**config.mk**
```make
export PLATFORM = sky130hd
export DESIGN_NAME = prescaled_down_timer
export DESIGN_NICKNAME = d
export VERILOG_FILES = /design/src/rtl/prescaled_down_timer.sv
export SDC_FILE = /design/constraint.sdc
export NUM_CORES = 1
export LEC_CHECK = 0
export ABC_AREA = 1
export CORE_UTILIZATION = 45
export CTS_BUF_LIST = sky130_fd_sc_hd__clkbuf_8
export DETAILED_ROUTE_END_ITERATION = 10
export PLACE_DENSITY = 0.79
export SYNTH_ARGS = -nofsm -noshare
export SYNTH_HDL_FRONTEND = slang
export SYNTH_SLANG_ARGS = --single-unit
```
**constraint.sdc**
```tcl
create_clock -name clk -period 1.7 [get_ports clk]
set_input_delay 0.34 -clock clk [delete_from_list [all_inputs] [get_ports clk]]
set_output_delay 0.34 -clock clk [all_outputs]
set_load 0.03 [all_outputs]
```
**src/rtl/prescaled_down_timer.sv**
```systemverilog
module prescaled_down_timer #(
  parameter int DIV   = 12,
  parameter int PRE_W = 7,
  parameter int CNT_W = 8
) (
  input  logic       clk,
  input  logic       rst_n,
  input  logic [1:0] addr,
  input  logic       wr_en,
  input  logic [7:0] wr_data,
  input  logic       rd_en,
  output logic [7:0] rd_data,
  output logic       irq
);
  localparam int DIV_W = $clog2(DIV);
  localparam int SEL_W = $clog2(PRE_W + 1);
  localparam logic [1:0] A_CNT = 2'd0, A_CTL = 2'd1, A_PRE = 2'd2;

  logic [DIV_W-1:0] div_q;
  logic [PRE_W-1:0] pre_q, pre_nx;
  logic [CNT_W-1:0] cnt_q;
  logic [SEL_W-1:0] sel_q;
  logic             flag_q, ie_q, run_q;
  logic [PRE_W:0]   stage;

  wire wr_cnt = wr_en && (addr == A_CNT);
  wire wr_ctl = wr_en && (addr == A_CTL);
  wire wr_pre = wr_en && (addr == A_PRE);
  wire unused_wr = ^wr_data;

  wire tick = run_q && (div_q == DIV_W'(DIV - 1));
  assign pre_nx = pre_q - 1'b1;

  assign stage[0] = 1'b1;
  for (genvar k = 1; k <= PRE_W; k++) begin : g_stage
    assign stage[k] = pre_q[k-1] & ~pre_nx[k-1];
  end

  // a prescaler write replaces that cycle's step entirely
  wire step     = tick && !wr_pre;
  wire dec      = step && stage[sel_q];
  wire hit_zero = dec && !wr_cnt && (cnt_q == CNT_W'(1));
  wire sw_zero  = wr_cnt && (wr_data[CNT_W-1:0] == '0);

  always_ff @(posedge clk) begin
    if (!rst_n || !run_q || tick) div_q <= '0;
    else                          div_q <= div_q + 1'b1;
  end

  always_ff @(posedge clk) begin
    if (!rst_n)      pre_q <= '1;
    else if (wr_pre) pre_q <= wr_data[PRE_W-1:0];
    else if (step)   pre_q <= pre_nx;
  end

  always_ff @(posedge clk) begin
    if (!rst_n)      cnt_q <= '1;
    else if (wr_cnt) cnt_q <= wr_data[CNT_W-1:0];
    else if (dec)    cnt_q <= cnt_q - 1'b1;
  end

  // a hardware set wins over a clearing write in the same cycle
  always_ff @(posedge clk) begin
    if (!rst_n) begin
      flag_q <= 1'b0;
      ie_q   <= 1'b0;
      run_q  <= 1'b0;
      sel_q  <= '0;
    end else begin
      if (hit_zero || sw_zero) flag_q <= 1'b1;
      else if (wr_ctl)         flag_q <= wr_data[7];
      if (wr_ctl) begin
        ie_q  <= wr_data[6];
        run_q <= wr_data[3];
        sel_q <= wr_data[SEL_W-1:0];
      end
    end
  end

  always_comb begin
    rd_data = '0;
    if (rd_en) begin
      case (addr)
        A_CNT:   rd_data = 8'(cnt_q);
        A_CTL:   rd_data = {flag_q, ie_q, 2'b00, run_q, 3'(sel_q)};
        A_PRE:   rd_data = 8'(pre_q);
        default: rd_data = '0;
      endcase
    end
  end

  assign irq = flag_q & ie_q;
endmodule


```
==> summary.md, run 1 <==
| Metric | Value |
|---|---|
| Synth Warn # | 0 |
| Layout Nets | 321 |
| Worst path top cell family by delay | simple AND/OR/NAND/NOR gates |
| Post-synthesis adder-cell area fraction | 7.138% |
| Count of buffer and inverter cells on the critical path | 1 |
| Clock slew at reported path FFs | 0.10 ns |
| Vias per cell | 5.378 |
| Avg Cell Area, Syn | 7.040 sq um |
| Leak Pwr | 1.163 nW |
| GRT overflow | 0 |
| Most common cell after layout, fill and taps aside | nand2_1 |
| Filler-free cell count of the finished design | 344 |
| Port buffer count | 22 |
| DR iter-0 viols | 96 |
| Simple-gate area share of the yosys netlist | 39.69% |
| Worst Hold Path EP | div_q[0] |
| CP Data Arrival Time | 1.89 ns |
| Die Width | 64.42 um |
| Clock sink count | 25 |
| Share of the synthesized area in the top cell type | 28.55% |
| Detail Placement HPWL | 3635 um |
| DRC | 0 |
| Die ar. | 0.004149 sq mm |
| Synthesized cell area | 0.001753 sq mm |
| Hold crit path type | reg -> reg |
| Worst reg-to-reg path cell count | 12 |
| Skew final | 0.004818 ns |
| Critical R2R Capture | cnt_q[0] |
| H-tree depth | 1 |
| Worst R2R Start | pre_q[0] |
| CTS tree | built |
| Initial antenna violation count | 0 |
| Ant diodes | 0 |
| Post-CTS Hold Buffers | 0 |
| Hold path start | div_q[0] |
| Status | complete, but fails checks |
| Critical Path End Type | register |
| Startpoint types | register |
| Final Hold Viols | 0 |
| PwrDens | 563.9 mW/mm^2 |
| Largest family of logic cells by synthesized area | simple AND/OR/NAND/NOR gates |
| Mapped Nets | 273 |
| RSZ-0062 raised after global routing | yes |
| First-pass GRT wire length | 8148 um |
| Worst path most repeated cell | nand2_4 |
| Tcrit/Tclk final | 100.9% |
| Max Fclk | 0.5830 GHz |
| Gp weighted congestion | 0.9523 |
| Crit path cell chain | inv_2 -> ha_4 -> nand2_4 -> nor3_2 -> ha_2 -> nand2_1 -> nand3_2 -> nand2_2 -> nand2_4 -> nand2_4 -> nand3_2 -> nand3b_2 |
| Synth Area in Compound Gates | 12.85% |
| Post-place setup slack | -0.3196 ns |
| Worst hold stages | 1 |
| CP Class | reg -> reg |
| Die H | 64.42 um |
| Final min period | 1.715 ns |
| Final Worst Setup Slack | -0.01522 ns |
| Antenna viol nets, final | 0 |
| Root buf cell | clkbuf_8 |
| Area Growth Syn to Fin | 35.76% |
| Most frequent cells in the layout | 55 x nand2_1, 32 x inv_1, 26 x buf_4, 21 x dfxtp_1, 15 x o21ai_0 |
| Sequential share of the synthesized area | 28.55% |
| Initial core utilization | 47.52% |
| CTS Buffer Depth | 2 |
| Post-synth top area cell | dfxtp_1 |
| CP max FO | 8 |
| Slowest stage delay, CP | 0.34 ns |
| Placed insts | 337 |
| Rel. slew slack | 74.14% |
| Largest cells by area after synthesis | dfxtp_1 29%, nand2_1 13%, inv_1 7.7% |
| Synth Register Bits | 25 |
| Largest net degree at the start of global routing | 16 |
| Critical-path top delay cell | dfxtp_2 |
| CTS Buf Count | 3 |
| Max-slew violations | 0 |
| Final setup viols | 5 |
| FP Rows | 22 |
| Mux cell area share after synthesis | 0% |
| Synthesized instance count | 249 |
| Share of cells above drive strength 1 | 30.74% |
| Io pins | 23 |
| Tot GR Track Use | 24.84% |
| Final Routed Wirelength | 4781 um |
| Insertion delay to the later sink of the worst-skew pair | 0.28 ns |
| Area of the core | 0.003689 sq mm |
| Failing checks | setup timing |
| Flop-to-flop setup slack | -0.02 ns |
| Vias in the first global route | 1837 |
| First-pass DRT Iterations | 4 |
| Slew @ Worst Pin | 0.3867 ns |
| Vias post-DR | 1850 |
| VDD IR-drop max | 0.0003439 V |
| WL/cell | 13.90 um |
| Max-Cap Viols | 0 |
| Post-synthesis xor/xnor area fraction | 1.999% |
| Cell variety after synth | 27 |
| CP required | 1.87 ns |
## kinds of logic after synthesis
logic type                 after synthesis
AOI/OAI and AO/OA                       37
xor gates and xnor gates                 4
adders and majority gates               10
buffers and inverters                   44
DFF                                     25
and+or+nand+nor                        129
## per-stage QoR
stage               utilization (%)  power (mW)  cell area (sq um)  TNS [ns]  hold WS, ns
floorplan                         -      0.8136               1753         0       0.4176
global placement              58.92      0.9347               2173    -4.174       0.4333
detailed placement            58.92      0.9419               2173    -4.803       0.4486
CTS                           62.08       1.328               2290  -0.01177       0.4642
global route                  64.52       1.411               2380   -0.9514       0.4851
finish                        64.52       1.342               2380  -0.06121       0.4604
## final cells by class
class                   count  area (sq um)
flip-flops and latches     25         505.5
multi-input cells         180          1185
well taps                  48         60.06
inverters                  39         146.4
clock inverters             1         7.507
fillers                   326          1309
clock buffers               3         41.29
repair buffers             48         434.2
## layer usage
metal	part of all wire, %	up-vias	global-route usage (%)	routed length [um]
met4	1.9	0	10.00	90
met5	0	-	0	0
met3	4.4	12	2.817	209
met1	41	862	30.03	1974
met2	52	50	44.34	2506
li1	-	926	-	-
## worst reg2reg max path: cells and delay by family, from the launching register on
kind          cells  cell delay [ns]
simple gates      9             0.82
buf+inv           1             0.08
flops             1             0.34
fa+ha+maj         2             0.36
## power breakdown
group / switching (mW) / internal, mW / leakage, nW / total (mW)
clock: 0.215 / 0.167 / 0.0217 / 0.382
sequential: 0.0349 / 0.612 / 0.203 / 0.647
combinational: 0.172 / 0.141 / 0.939 / 0.314
total: 0.422 / 0.920 / 1.16 / 1.34
## cell usage after synthesis
library cell and n:
nor2_2 1, o211ai_1 1, o21ai_0 16, clkbuf_1 2, a21oi_1 11, nor3_1 7
inv_1 36, nand3b_2 4, nand2_2 4, buf_4 1, or2_2 1, nand2_1 59
nand4_1 12, o2111ai_1 7, nor2_1 9, nor2_4 3, xor2_1 4, ha_1 10
nand3_2 8, nand3_1 14, buf_2 2, nand2_4 3, dfxtp_1 25, a21oi_4 1
inv_2 3, nand3b_1 4, o21ai_1 1
## sequential cells by signal, summed over array words and instances (netlist names)
signal,flops
sel_q,3
flag_q,1
cnt_q,8
pre_q,7
run_q,1
div_q,4
ie_q,1
## repair_timing
action | in CTS | in global routing
setup endpoints to repair | 18 | 16
gates resized for setup | 16 | 30
pin swaps | 7 | 17
cloned | 0 | 0
buffers inserted | 3 | 0
## worst max path at each step
stage / start / end / slack, ns / cells past startpoint
2_1_floorplan: pre_q[0] / cnt_q[0] / 0.05 / 12
3_3_place_gp: addr[0] / rd_data[6] / -0.31 / 8
3_5_place_dp: addr[0] / rd_data[0] / -0.32 / 8
4_1_cts: pre_q[1] / cnt_q[0] / -0.01 / 12
5_1_grt: pre_q[0] / cnt_q[5] / -0.13 / 12
6_report: pre_q[0] / cnt_q[0] / -0.02 / 12
Note: power is estimated with default switching activity, not from simulation.
==> run 2: changes to the inputs <==
--- a/config.mk
+++ b/config.mk
@@ -7,9 +7,8 @@
 export LEC_CHECK = 0
 export ABC_AREA = 1
 export CORE_UTILIZATION = 45
-export CTS_BUF_LIST = sky130_fd_sc_hd__clkbuf_8
 export DETAILED_ROUTE_END_ITERATION = 10
-export PLACE_DENSITY = 0.79
+export PLACE_DENSITY = 0.7
 export SYNTH_ARGS = -nofsm -noshare
 export SYNTH_HDL_FRONTEND = slang
 export SYNTH_SLANG_ARGS = --single-unit
==> run 2 against run 1 <==
Against the previous run:
- the run still ends with setup timing left
- clock power about the same
- die area unchanged
- sequential power about the same
- count of clock-buffer cells in the layout unchanged
- combinational power increased by 6%
- critical path type unchanged
- setup slack got worse by 0.019 ns
- utilization increased by 2.2 points
- register-to-register slack got worse by 0.02 ns
- cell area increased by 3.4%
- largest cell class unchanged
- power increased by 1.4%
- cell count increased by 2.9%
==> summary.md, run 2 (synthesized netlist as in run 1, its figures left out) <==
| Metric | Value |
|---|---|
| Critical Path End Type | register |
| Post-CTS Hold Buffers | 0 |
| Die Width | 64.42 um |
| Port buffer count | 22 |
| Vias in the first global route | 1749 |
| Max-Cap Viols | 0 |
| Clock sink count | 25 |
| Initial core utilization | 47.52% |
| Gp weighted congestion | 0.8945 |
| Share of cells above drive strength 1 | 33.66% |
| Largest net degree at the start of global routing | 19 |
| Area of the core | 0.003689 sq mm |
| GRT overflow | 0 |
| Final Hold Viols | 0 |
| Hold crit path type | reg -> reg |
| Final setup viols | 5 |
| Die H | 64.42 um |
| First-pass DRT Iterations | 4 |
| H-tree depth | 1 |
| Tcrit/Tclk final | 102.0% |
| Clock share of power | 28.1% |
| CP Class | reg -> reg |
| Flip-flop count of the largest register after layout | 8 |
| DR iter-0 viols | 102 |
| FP Rows | 22 |
| Status | complete, but fails checks |
| Antenna viol nets, final | 0 |
| Final Worst Setup Slack | -0.03444 ns |
| Regs by FF count | cnt_q (8), pre_q (7), div_q (4) |
| WL/cell | 13.41 um |
| CP Data Arrival Time | 1.96 ns |
| Ant diodes | 0 |
| Final Routed Wirelength | 4746 um |
| DRC | 0 |
| Startpoint types | register |
| Skew final | 0.002571 ns |
| Vias post-DR | 1843 |
| Slew @ Worst Pin | 0.4188 ns |
| Tot GR Track Use | 24.37% |
| Clock slew at reported path FFs | 0.10 ns |
| Initial antenna violation count | 0 |
| Int Pwr | 933.0 uW |
| Seq pwr share | 47.4% |
| Pwr Total | 1.360 mW |
| First-pass GRT wire length | 7817 um |
| Most frequent cells in the layout | 53 x nand2_1, 37 x buf_4, 32 x inv_1, 22 x dfxtp_1 |
| Sw frac | 31.41% |
| CTS Buf Count | 3 |
| NetSw | 427.2 uW |
| Vias per cell | 5.206 |
| Power share of the combinational group | 24.4% |
| Biggest register | cnt_q |
| Detail Placement HPWL | 3514 um |
| Io pins | 23 |
| VDD IR-drop max | 0.0004277 V |
| Max-slew violations | 0 |
| Leak Pwr | 1.214 nW |
| Final min period | 1.734 ns |
| Most common cell after layout, fill and taps aside | nand2_1 |
| CTS tree | built |
| Insertion delay to the later sink of the worst-skew pair | 0.28 ns |
| Layout Nets | 331 |
| CP max FO | 7 |
| RSZ-0062 raised after global routing | yes |
| CP required | 1.92 ns |
| Die ar. | 0.004149 sq mm |
| Max Fclk | 0.5766 GHz |
| Rel. slew slack | 71.99% |
| Worst hold slack | 0.4568 ns |
| PwrDens | 552.7 mW/mm^2 |
| CTS Buffer Depth | 2 |
| Failing checks | setup timing |
| Area Growth Syn to Fin | 40.40% |
| Root buf cell | clkbuf_8 |
==> run 2: cell count changes in the layout (fill, tap and decap cells not counted), sizes merged <==
cell           change
clkdlybuf4s50      +1
buf               +11
dlymetal6s2s       -1
clkbuf             -1
==> run 2: power by group through the flow <==
stage | sequential, mW | combinational [mW] | clock (mW)
final | 0.645 | 0.332 | 0.382
after global routing | 0.650 | 0.361 | 0.432
after CTS | 0.641 | 0.321 | 0.392
after detailed placement | 0.652 | 0.301 | 0
after global placement | 0.652 | 0.296 | 0
after floorplan | 0.645 | 0.168 | 0
==> run 2: layer usage <==
layer | track usage, % | vias up | wire (um) | share of wire (%)
met2 | 43.42 | 37 | 2413 | 51
met5 | 0 | - | 0 | 0
met1 | 31.06 | 851 | 2109 | 44
met3 | 2.113 | 11 | 134 | 2.8
met4 | 6.944 | 0 | 89 | 1.9
li1 | - | 944 | - | -
==> run 2: cell type report <==
class                      count  area [sq um]
sequential                    25         504.2
tap                           48         60.06
multi-input combinational    180          1196
fill                         326          1227
inverter                      39         148.9
clock inverter                 1         7.507
timing repair buffer          58         503.0
clock buffer                   3         41.29
==> run 2: worst max-delay path: stages (launching register included) <==
cell and delay [ns]:
dfxtp_2 0.34, buf_6 0.12, nor2_4 0.07, nand2_2 0.07
inv_2 0.05, ha_2 0.17, nand2_2 0.06, nand3_2 0.07
nand2_2 0.06, a21oi_4 0.26, buf_12 0.15, nand4_1 0.15
nand3b_4 0.11
==> run 2: stage by stage <==
step,TNS (ns),std cells,utilization (%),setup slack (ns),instance area (sq um)
2_1_floorplan,0,249,-,0.05299,1753
4_1_cts,-0.04270,352,64.86,-0.03132,2392
3_3_place_gp,-4.186,343,60.48,-0.2853,2231
3_5_place_dp,-4.690,343,60.48,-0.3064,2231
6_report,-0.06284,354,66.72,-0.03444,2461
5_1_grt,-0.8681,354,66.72,-0.1198,2461
==> run 2: path summary, 6_finish.rpt <==
check | start | depth (start not counted) | slack, ns | end
min | div_q[0] | 1 | 0.46 | div_q[0]
max | pre_q[1] | 12 | -0.03 | cnt_q[2]
max reg2reg | pre_q[1] | 12 | -0.03 | cnt_q[2]
min reg2reg | div_q[0] | 1 | 0.46 | div_q[0]
==> run 2: what timing repair did <==
| item | in CTS | in global routing |
|---|---|---|
| cloned | 0 | 0 |
| resized for setup | 27 | 25 |
| setup buffers | 5 | 2 |
| setup endpoints to repair | 17 | 14 |
| pin swaps | 11 | 16 |
==> run 3: changes to the inputs <==
--- a/config.mk
+++ b/config.mk
@@ -8,7 +8,7 @@
 export ABC_AREA = 1
 export CORE_UTILIZATION = 45
 export DETAILED_ROUTE_END_ITERATION = 10
-export PLACE_DENSITY = 0.7
+export PLACE_DENSITY = 0.67
 export SYNTH_ARGS = -nofsm -noshare
 export SYNTH_HDL_FRONTEND = slang
 export SYNTH_SLANG_ARGS = --single-unit
==> constraint.sdc (replaced) <==
create_clock -name clk -period 2 [get_ports clk]
set_input_delay 0.4 -clock clk [delete_from_list [all_inputs] [get_ports clk]]
set_output_delay 0.4 -clock clk [all_outputs]
set_load 0.03 [all_outputs]
==> run 3 against run 2 <==
Against the previous run:
- critical path depth fell by 5
- die area did not move
- non-clock buffer count fell by 16
- routed wire length fell by 12%
- the flow now finishes without violations
- critical endpoint is now rd_data[7]
- combinational power fell by 28%
- count of clock-buffer cells in the layout did not move
- largest power group unchanged
- largest cell class unchanged
- clock power fell by 16%
- global-route usage fell by 2.1 points
- first-iteration DRC count fell by 3.9%
==> summary.md, run 3 (synthesized netlist as in run 1, its figures left out) <==
| Metric | Value |
|---|---|
| Die H | 64.42 um |
| CTS tree | built |
| Detail Placement HPWL | 3407 um |
| Most frequent cells in the layout | 59 x nand2_1, 36 x inv_1, 28 x buf_4, 25 x dfxtp_1, 15 x o21ai_0 |
| Final Routed Wirelength | 4162 um |
| Met2 usage | 37.50% |
| Clock sink count | 25 |
| CP Launch Point | addr[1] |
| Placed insts | 331 |
| Max-slew violations | 0 |
| Vias per cell | 5.080 |
| Leak Pwr | 1.102 nW |
| Tcrit/Tclk final | 94.38% |
| Die ar. | 0.004149 sq mm |
| Worst hold stages | 1 |
| Initial core utilization | 47.52% |
| Area Growth Syn to Fin | 24.70% |
| CP max FO | 7 |
| PwrDens | 505.5 mW/mm^2 |
| Critical Path End Type | output pin |
| Final min period | 1.888 ns |
| Vias post-DR | 1717 |
| Most common cell after layout, fill and taps aside | nand2_1 |
| Met3 usage | 3.697% |
| CTS Buffer Depth | 2 |
| Clock slew at reported path FFs | 0.10 ns |
| Vias in the first global route | 1588 |
| Flop-to-flop setup slack | 0.18 ns |
| Layout Nets | 315 |
| Biggest register | cnt_q |
| GR peak layer | met2 |
| Filler-free cell count of the finished design | 338 |
| Worst reg-to-reg path cell count | 12 |
| Slew @ Worst Pin | 0.6212 ns |
| Regs by FF count | cnt_q (8), pre_q (7), div_q (4) |
| Port buffer count | 22 |
| Post-place setup slack | -0.1310 ns |
| CP required | 1.60 ns |
| Max Fclk | 0.5298 GHz |
| RSZ-0062 raised after global routing | no |
| CTS Buf Count | 3 |
| Ant diodes | 0 |
| Pwr Total | 1.105 mW |
| Insertion delay to the later sink of the worst-skew pair | 0.28 ns |
| Rel. slew slack | 58.27% |
| VDD IR-drop max | 0.0003964 V |
| Antenna viol nets, final | 0 |
| FF/Latch Area | 500.5 sq um |
| Largest net degree at the start of global routing | 17 |
| First-pass DRT Iterations | 4 |
| Hold crit path type | reg -> reg |
| Final setup viols | 0 |
| DR iter-0 viols | 98 |
| Io pins | 23 |
| CP Class | in -> out |
| Die Width | 64.42 um |
| Fin Setup TNS | 0 ns |
| WL/cell | 12.31 um |
| Flip-flop count of the largest register after layout | 8 |
| Gp weighted congestion | 0.8760 |
| Worst R2R Start | pre_q[1] |
| Root buf cell | clkbuf_8 |
| First-pass GRT wire length | 7245 um |
| Met1 Usage GRT | 29.77% |
| Initial antenna violation count | 0 |
| Fillcell total | 383 |
| Startpoint types | primary input |
| Final Hold Viols | 0 |
| Area of the core | 0.003689 sq mm |
| Status | finished clean |
| DRC | 0 |
| FP Rows | 22 |
| Max-Cap Viols | 0 |
| H-tree depth | 1 |
| Skew final | 0.008376 ns |
| GRT overflow | 0 |
| CP Data Arrival Time | 1.49 ns |
| Area occupied by multi-input gates | 0.001081 sq mm |
| Critical R2R Capture | cnt_q[6] |
| Final Worst Setup Slack | 0.1125 ns |
| CP endpoint | rd_data[7] |
| Tot GR Track Use | 22.22% |
| Share of cells above drive strength 1 | 20.69% |
-- run 3: changes by cell type in the layout (fill, tap and decap cells not counted), sizes merged --
| cell | delta |
|---|---|
| inv | +1 |
| buf | -18 |
| clkinvlp | -1 |
| dlygate4sd2 | +1 |
| clkdlybuf4s50 | +1 |
-- run 3: timing repair --
item | CTS | global route
pin swaps | 2 | 1
hold buffers | 0 | 0
buffers inserted | 1 | 2
hold endpoints to repair | 0 | 0
resized for setup | 2 | 1
setup endpoints to repair | 8 | 1
-- run 3: final cells by class --
cell class | count | share of cell area (%)
Timing Repair Buffer | 42 | 15.91
Clock inverter | 1 | 0.4007
Inverter | 39 | 6.697
Clock buffer | 3 | 1.889
Sequential cell | 25 | 22.90
Multi-Input combinational cell | 180 | 49.46
Tap cell | 48 | 2.748
-- run 3: metrics by stage --
stage	hold slack, ns	instance area [sq um]	utilization [%]
floorplan	0.4176	1753	-
global placement	0.4351	2116	57.36
detailed placement	0.4394	2116	57.36
CTS	0.4547	2171	58.85
global route	0.4780	2186	59.26
finish	0.4513	2186	59.26
-- run 3: worst min-delay path by stage --
stage / from / end
after floorplan: div_q[0] / div_q[0]
after CTS: div_q[0] / div_q[0]
final: div_q[0] / div_q[0]
after detailed placement: div_q[0] / div_q[0]
after global routing: div_q[0] / div_q[0]
after global placement: div_q[0] / div_q[0]
-- run 3: worst max-delay path, cell delays in order --
cell	delay [ns]
dlygate4sd2_1	0.28
buf_4	0.15
nor2_4	0.19
buf_4	0.14
nand2_1	0.04
a21oi_1	0.11
buf_4	0.17
-- run 3: metal layers --
layer	wire, um	share of wire [%]
met4	33	0.79
met2	1987	48
met5	0	0
met1	2011	48
met3	130	3.1
-- run 3: report_power, final --
part / internal [mW] / leakage (nW) / switching [mW]
Sequential: 0.519 / 0.205 / 0.0248
Clock: 0.146 / 0.0261 / 0.175
Combinational: 0.105 / 0.872 / 0.135
Total: 0.770 / 1.10 / 0.335
